==> config.mk <==
export PLATFORM = sky130hd
export DESIGN_NAME = keypad_beeper_ctrl
export DESIGN_NICKNAME = d
export VERILOG_FILES = /design/src/rtl/kbb_pkg.sv /design/src/rtl/kbb_tick_div.sv /design/src/rtl/kbb_key_fsm.sv /design/src/rtl/kbb_beep_fsm.sv /design/src/rtl/keypad_beeper_ctrl.sv
export SDC_FILE = /design/constraint.sdc
export NUM_CORES = 1
export LEC_CHECK = 0
export CAP_MARGIN = 20
export CORE_ASPECT_RATIO = 0.75
export CORE_MARGIN = 2
export CORE_UTILIZATION = 30
export DETAILED_ROUTE_END_ITERATION = 10
export DONT_BUFFER_PORTS = 1
export PLACE_DENSITY = 0.55
export SLEW_MARGIN = 10
export SYNTH_ARGS = -nofsm -noshare
export SYNTH_HDL_FRONTEND = slang
export SYNTH_HIERARCHICAL = 1
export SYNTH_SLANG_ARGS = --single-unit
==> constraint.sdc <==
create_clock -name clk -period 2.4 [get_ports clk]
set_clock_uncertainty 0.15 [all_clocks]
set_input_delay 0.24 -clock clk [delete_from_list [all_inputs] [get_ports clk]]
set_output_delay 0.24 -clock clk [all_outputs]
set_load 0.02 [all_outputs]
==> src/rtl/kbb_pkg.sv <==
package kbb_pkg;
    localparam int DATA_W    = 16;
    localparam int CODE_W    = 7;
    localparam int ADDR_W    = 2;
    localparam int START_BIT = 15;

    localparam logic [ADDR_W-1:0] A_SCAN   = 2'd0;
    localparam logic [ADDR_W-1:0] A_STATUS = 2'd1;
    localparam logic [ADDR_W-1:0] A_ACK    = 2'd2;

    localparam logic [CODE_W-1:0] CODE_RESET = 7'h7F;

    typedef enum logic {
        KEY_EMPTY   = 1'b0,
        KEY_PENDING = 1'b1
    } key_state_t;

    typedef enum logic {
        BEEP_IDLE  = 1'b0,
        BEEP_SOUND = 1'b1
    } beep_state_t;
endpackage

==> src/rtl/kbb_tick_div.sv <==
module kbb_tick_div #(
    parameter int DIV = 128
) (
    input  logic clk,
    input  logic rst_n,
    input  logic tick_in,
    output logic pulse_out
);
    localparam int CW = (DIV > 1) ? $clog2(DIV) : 1;
    localparam logic [CW-1:0] LAST = CW'(DIV - 1);

    logic [CW-1:0] cnt_q;

    always_ff @(posedge clk) begin
        if (!rst_n) begin
            cnt_q     <= '0;
            pulse_out <= 1'b0;
        end else begin
            pulse_out <= tick_in && (cnt_q == LAST);
            if (tick_in) begin
                cnt_q <= (cnt_q == LAST) ? '0 : cnt_q + 1'b1;
            end
        end
    end

    generate
        if (DIV > 1) begin : g_spacing

            pulse_spacing_chk: assert property (@(posedge clk) disable iff (!rst_n)
                pulse_out |=> !pulse_out);
        end
    endgenerate
endmodule

==> src/rtl/kbb_key_fsm.sv <==
module kbb_key_fsm
    import kbb_pkg::*;
(
    input  logic              clk,
    input  logic              rst_n,
    input  logic              cap,
    input  logic [CODE_W-1:0] code_in,
    input  logic              ack,
    output logic [CODE_W-1:0] scancode,
    output logic              pending
);
    key_state_t state_q, state_d;

    always_comb begin
        state_d = state_q;
        unique case (state_q)
            KEY_EMPTY:   if (cap) state_d = KEY_PENDING;
            KEY_PENDING: if (ack && !cap) state_d = KEY_EMPTY;
        endcase
    end

    always_ff @(posedge clk) begin
        if (!rst_n) begin
            state_q  <= KEY_EMPTY;
            scancode <= CODE_RESET;
        end else begin
            state_q <= state_d;
            if (cap) scancode <= code_in;
        end
    end

    always_comb begin
        pending = (state_q == KEY_PENDING);
    end


    capture_chk: assert property (@(posedge clk) disable iff (!rst_n)
        cap |=> pending && (scancode == $past(code_in)));

    ack_clears_chk: assert property (@(posedge clk) disable iff (!rst_n)
        (ack && !cap) |=> !pending);
endmodule

==> src/rtl/kbb_beep_fsm.sv <==
module kbb_beep_fsm
    import kbb_pkg::*;
#(
    parameter int TONE_DIV     = 512,
    parameter int BEEP_PERIODS = 64
) (
    input  logic clk,
    input  logic rst_n,
    input  logic osc_tick,
    input  logic start,
    output logic beep_en,
    output logic tone_out
);
    localparam int TW = $clog2(TONE_DIV);
    localparam int PW = (BEEP_PERIODS > 1) ? $clog2(BEEP_PERIODS) : 1;
    localparam logic [TW-1:0] TONE_LAST = TW'(TONE_DIV - 1);
    localparam logic [TW-1:0] TONE_HALF = TW'(TONE_DIV / 2);
    localparam logic [TW-1:0] TONE_PRE  = TW'(TONE_DIV / 2 - 1);
    localparam logic [PW-1:0] PER_LAST  = PW'(BEEP_PERIODS - 1);

    beep_state_t   state_q, state_d;
    logic [TW-1:0] tone_cnt;
    logic [PW-1:0] per_cnt;
    logic          tone_wrap, run_out;

    assign tone_wrap = osc_tick && (tone_cnt == TONE_LAST);
    assign run_out   = tone_wrap && (per_cnt == PER_LAST);

    always_comb begin
        state_d = state_q;
        unique case (state_q)
            BEEP_IDLE:  if (start) state_d = BEEP_SOUND;
            BEEP_SOUND: if (start) state_d = BEEP_SOUND;
                        else if (run_out) state_d = BEEP_IDLE;
        endcase
    end

    always_ff @(posedge clk) begin
        if (!rst_n) state_q <= BEEP_IDLE;
        else        state_q <= state_d;
    end

    always_ff @(posedge clk) begin
        if (!rst_n || start || state_q == BEEP_IDLE) begin
            tone_cnt <= '0;
            per_cnt  <= '0;
        end else if (osc_tick) begin
            if (tone_wrap) begin
                tone_cnt <= '0;
                per_cnt  <= (per_cnt == PER_LAST) ? '0 : per_cnt + 1'b1;
            end else begin
                tone_cnt <= tone_cnt + 1'b1;
            end
        end
    end

    always_comb begin
        beep_en  = (state_q == BEEP_SOUND);
        tone_out = beep_en && (tone_cnt >= TONE_HALF);
    end


    start_sounds_chk: assert property (@(posedge clk) disable iff (!rst_n)
        start |=> beep_en && (tone_cnt == '0));

    idle_holds_chk: assert property (@(posedge clk) disable iff (!rst_n)
        (!beep_en && !start) |=> !beep_en);

    no_early_stop_chk: assert property (@(posedge clk) disable iff (!rst_n)
        (beep_en && !run_out) |=> beep_en);

    expire_chk: assert property (@(posedge clk) disable iff (!rst_n)
        (beep_en && run_out && !start) |=> !beep_en);

    tone_rise_chk: assert property (@(posedge clk) disable iff (!rst_n)
        (beep_en && !start && osc_tick && tone_cnt == TONE_PRE) |=> tone_out);
endmodule

==> src/rtl/keypad_beeper_ctrl.sv <==
module keypad_beeper_ctrl
    import kbb_pkg::*;
#(
    parameter int TONE_DIV     = 512,
    parameter int BEEP_PERIODS = 64,
    parameter int SCAN_DIV     = 128
) (
    input  logic              clk,
    input  logic              rst_n,
    input  logic              osc_tick,
    input  logic              key_valid,
    input  logic [CODE_W-1:0] key_code,
    input  logic              host_wr,
    input  logic              host_rd,
    input  logic [ADDR_W-1:0] host_addr,
    input  logic [DATA_W-1:0] host_wdata,
    output logic [DATA_W-1:0] host_rdata,
    output logic              host_rvalid,
    output logic              irq,
    output logic              beep_en,
    output logic              tone_out,
    output logic              scan_tick
);
    logic              ack, start, key_pending;
    logic [CODE_W-1:0] scancode;
    logic [DATA_W-1:0] rd_mux;
    logic              unused_wbits;

    assign ack          = host_wr && (host_addr == A_ACK);
    assign start        = ack && host_wdata[START_BIT];
    assign unused_wbits = ^host_wdata[START_BIT-1:0];

    kbb_key_fsm u_key (
        .clk      (clk),
        .rst_n    (rst_n),
        .cap      (key_valid),
        .code_in  (key_code),
        .ack      (ack),
        .scancode (scancode),
        .pending  (key_pending)
    );

    kbb_beep_fsm #(
        .TONE_DIV     (TONE_DIV),
        .BEEP_PERIODS (BEEP_PERIODS)
    ) u_beep (
        .clk      (clk),
        .rst_n    (rst_n),
        .osc_tick (osc_tick),
        .start    (start),
        .beep_en  (beep_en),
        .tone_out (tone_out)
    );

    kbb_tick_div #(.DIV(SCAN_DIV)) u_scan (
        .clk       (clk),
        .rst_n     (rst_n),
        .tick_in   (osc_tick),
        .pulse_out (scan_tick)
    );

    always_comb begin
        rd_mux = '0;
        unique case (host_addr)
            A_SCAN:   rd_mux[CODE_W-1:0] = scancode;
            A_STATUS: rd_mux[0]          = key_pending;
            default:  rd_mux             = '0;
        endcase
    end

    always_ff @(posedge clk) begin
        if (!rst_n) begin
            host_rdata  <= '0;
            host_rvalid <= 1'b0;
        end else begin
            host_rvalid <= host_rd;
            host_rdata  <= host_rd ? rd_mux : '0;
        end
    end

    assign irq = key_pending;


    status_read_chk: assert property (@(posedge clk) disable iff (!rst_n)
        (host_rd && host_addr == A_STATUS) |=>
            host_rvalid && host_rdata == {{(DATA_W-1){1'b0}}, $past(key_pending)});

    foreign_write_chk: assert property (@(posedge clk) disable iff (!rst_n)
        (host_wr && host_addr != A_ACK && !key_valid) |=>
            (key_pending == $past(key_pending)) && (scancode == $past(scancode)));
endmodule

==> impl_table.tex <==
\begin{tabular}{lr}
\hline
Metric & Value \\
\hline
\multicolumn{2}{l}{\textbf{Finish}} \\
\quad Share of cells above drive strength 1 & 0.0859 \\
\quad Final core occ & 0.374 \\
\quad Fin nets & 232 \\
\quad Area delta synth->final & 19.9\% \\
\quad Final Instance Area & 0.00200 mm² \\
\quad Ant. Diodes & 0 \\
\multicolumn{2}{l}{\textbf{Drt}} \\
\quad Average routed wire per standard cell & 11.6 µm \\
\quad Routed wire length & 3.16 mm \\
\quad Via density per instance & 4.45 \\
\quad Post-DRT Antenna Nets & 0 \\
\quad Number of vias in the routed layout & 1215 \\
\quad DRC violation count after routing & 0 \\
\quad Detailed Route Iter0 Violations & 49 \\
\quad First-pass DRT Iterations & 6 \\
\multicolumn{2}{l}{\textbf{Clock tree}} \\
\quad Sinks on the clock net & 40 \\
\quad Clock latency reported for the late side of the worst-skew pair & 0.29 ns \\
\quad Clock transition time at the flip-flop clock pins of the worst setup and hold paths & 0.08 ns \\
\quad Root buffer cell & sky130\_fd\_sc\_hd\_\_clkbuf\_8 \\
\quad Number of H-tree branching levels & 2 \\
\quad Number of cells upsized or downsized after cts & 0 \\
\quad CTS Buffer Depth & 2 \\
\quad CTS tree & yes \\
\quad Number of CTS-inserted buffers & 5 \\
\multicolumn{2}{l}{\textbf{Floorplanning}} \\
\quad Row count & 23 \\
\quad Top Ports & 52 \\
\quad Area of the die & 0.00619 mm² \\
\quad Standard cell core area & 0.00535 mm² \\
\quad Die height & 68.6 µm \\
\quad Die outline width & 90.2 µm \\
\quad Initial cell density of the core & 0.312 \\
\multicolumn{2}{l}{\textbf{STA}} \\
\quad Final-layout setup total negative slack & 0 ns \\
\quad Slew margin rel. & 0.639 \\
\quad RSZ-0062 raised after global routing & no \\
\quad Worst Max-Slew Pin Slew & 0.537 ns \\
\quad Fmax achieved & 0.501 GHz \\
\quad Final critical delay including setup and external delays & 2.00 ns \\
\quad Final critical-path share of the clock period & 0.831 \\
\quad Final hold violation count & 0 \\
\quad Worst hold margin & 0.0120 ns \\
\quad Final setup viols & 0 \\
\quad Slew Viols, Final & 0 \\
\multicolumn{2}{l}{\textbf{Synthesis}} \\
\quad Number of cells produced by synthesis & 175 \\
\quad Top-count cell post-synth & sky130\_fd\_sc\_hd\_\_dfxtp\_1 \\
\quad Register area share after synthesis & 0.479 \\
\quad Async S/R FF share, synth & 0 \\
\quad Synthesized area per cell & 9.54 µm² \\
\quad Number of warning messages in the yosys log & 6 \\
\quad Post-synthesis instance area & 0.00167 mm² \\
\quad Number of enable-type register cells in the synthesized netlist & 0 \\
\quad Largest area contributor in the synthesized netlist & sky130\_fd\_sc\_hd\_\_dfxtp\_1 \\
\quad Share of Yosys cell area claimed by the top area cell type & 0.479 \\
\quad Ys flop type & sky130\_fd\_sc\_hd\_\_dfxtp\_1 \\
\quad Number of distinct library cells after synthesis & 31 \\
\quad Synth top area cells & sky130\_fd\_sc\_hd\_\_dfxtp\_1, sky130\_fd\_sc\_hd\_\_mux2i\_1, sky130\_fd\_sc\_hd\_\_buf\_4 \\
\quad Seq cells post-synth & 40 \\
\quad Top cells by instance count after synthesis & sky130\_fd\_sc\_hd\_\_dfxtp\_1, sky130\_fd\_sc\_hd\_\_nand2\_1, sky130\_fd\_sc\_hd\_\_nor2\_1 \\
\multicolumn{2}{l}{\textbf{Global routing}} \\
\quad First-pass GRT wire length & 5.35 mm \\
\quad Number of global-route vias before repair & 1216 \\
\quad Aggregate global routing overflow & 0 \\
\quad Global-route usage over all layers & 0.111 \\
\quad Antenna violations before repair & 0 \\
\quad Pin count of the biggest net entering global routing & 15 \\
\multicolumn{2}{l}{\textbf{Critical path}} \\
\quad Type of element capturing the critical path & register \\
\quad Crit path kind & reg2reg \\
\quad Crit-path max FO & 7 \\
\quad Arr. time, crit path & 2.08 ns \\
\quad Worst EP required & 2.48 ns \\
\quad Type of origin of the critical path & register \\
\multicolumn{2}{l}{\textbf{Power}} \\
\quad Pint & 1.04 mW \\
\quad Leakage power summed over all cells & 0.744 nW \\
\quad Switching part of the total & 0.224 \\
\quad Proportion of power drawn by combinational gates & 0.061 \\
\quad Max IR drop VDD & 0.367 mV \\
\quad NetSw & 299 µW \\
\quad Power density of the placed cells & 668 mW/mm² \\
\quad Clock power share & 0.418 \\
\quad Sequential power share & 0.521 \\
\multicolumn{2}{l}{\textbf{Placed design}} \\
\quad Placer congestion estimate & 0.707 \\
\quad Detailed-placement wirelength estimate & 2.05 mm \\
\quad Placed Area & 0.00171 mm² \\
\quad Number of port buffers & 0 \\
\multicolumn{2}{l}{\textbf{Min path}} \\
\quad Min-Delay Path Class & in2reg \\
\multicolumn{2}{l}{\textbf{Outcome}} \\
\quad Result of the run & complete, no violations \\
\multicolumn{2}{l}{\textbf{Flow run}} \\
\quad Number of maximum-capacitance constraint violations & 0 \\
\hline
\end{tabular}
-- cell type report --
| class | count | area (µm²) |
|---|---|---|
| sequential | 40 | 801 |
| timing repair buffer | 19 | 188 |
| clock buffer | 5 | 68.8 |
| inverter | 2 | 7.51 |
| multi-input combinational | 129 | 797 |
| tap | 75 | 93.8 |
| fill | 564 | 3350 |
| clock inverter | 3 | 46.3 |
-- registers in the layout (all words and copies together), names as in the netlist --
name	count
u_beep/beep_en	1
host_rdata	7
u_key/scancode	7
u_key/pending	1
u_beep/tone_cnt	9
u_scan/pulse_out	1
host_rvalid	1
u_scan/cnt_q	7
u_beep/per_cnt	6
-- worst paths after layout --
kind | start | to | slack [ns] | cells after the start
setup / recovery | u_beep/tone_cnt[0] | u_beep/per_cnt[5] | 0.40 | 7
hold / removal | osc_tick | u_beep/tone_cnt[2] | 0.01 | 3
setup reg to reg | u_beep/tone_cnt[0] | u_beep/per_cnt[5] | 0.40 | 7
hold reg to reg | u_key/scancode[2] | host_rdata[2] | 0.32 | 1
-- power groups by stage --
stage          logic [mW]  clock network [mW]  registers (mW)
3_3_place_gp       0.0474                   0           0.713
3_5_place_dp       0.0489                   0           0.713
5_1_grt            0.0913               0.607           0.699
2_1_floorplan      0.0640                   0           0.710
6_report           0.0817               0.558           0.697
4_1_cts            0.0809               0.578           0.697
-- repair_timing --
| item | 4_1_cts | 5_1_grt |
|---|---|---|
| buffers inserted | 0 | 0 |
| endpoints found under the hold margin | 19 | 0 |
| hold buffers | 18 | 0 |
-- placed cells by master, fill, tap and decap left out, drive strengths merged, types with 2 or more instances in the layout --
master | Yosys | final
xnor2 | 2 | 2
a21oi | 10 | 10
nand3b | 3 | 3
dlygate4sd3 | 0 | 18
nor2 | 14 | 14
nor3b | 2 | 2
o21a | 3 | 3
conb | 1 | 9
nor3 | 2 | 2
or3 | 7 | 7
nand2 | 16 | 16
nand2b | 3 | 3
inv | 2 | 3
xor2 | 7 | 7
nand3 | 8 | 8
mux2i | 10 | 10
nand4 | 6 | 6
o21ai | 8 | 8
ha | 4 | 4
clkbuf | 0 | 5
dfxtp | 40 | 40
and2 | 9 | 9
-- per-stage QoR --
step	total power, mW	worst slack, ns	instances
after floorplan	0.774	0.646	183
after global placement	0.761	0.397	247
after detailed placement	0.762	0.385	247
after CTS	1.36	0.367	273
after global routing	1.40	0.178	273
final	1.34	0.405	273
-- metal layers --
metal  wire length [µm]  vias up  global-route usage  share of wire
met3                241        5              0.0500          0.076
met1               1510      549               0.129           0.48
li1                   -      632                   -              -
met5                  0        -                   0              0
met4                 32        0              0.0462          0.010
met2               1380       29               0.180           0.44
-- cells by family after synthesis --
logic type               Yosys count  synth area share
flip-flops                        40             0.479
AND/OR/NAND/NOR                   72             0.233
XOR/XNOR                           9            0.0472
buffers and inverters             14            0.0614
AO/OA/AOI/OAI                     25            0.0869
adder cells (fa/ha/maj)            4            0.0300
other                              1           0.00225
multiplexers                      10            0.0599
-- critical path: stages, from the launching register on --
cell and delay [ns]:
sky130_fd_sc_hd__dfxtp_1 0.39, sky130_fd_sc_hd__ha_1 0.23, sky130_fd_sc_hd__nand3_1 0.09, sky130_fd_sc_hd__nor2_1 0.12, sky130_fd_sc_hd__ha_1 0.27, sky130_fd_sc_hd__nand4_1 0.20, sky130_fd_sc_hd__or3_1 0.34, sky130_fd_sc_hd__a21oi_1 0.15
Note: power is estimated with default switching activity, not from simulation.
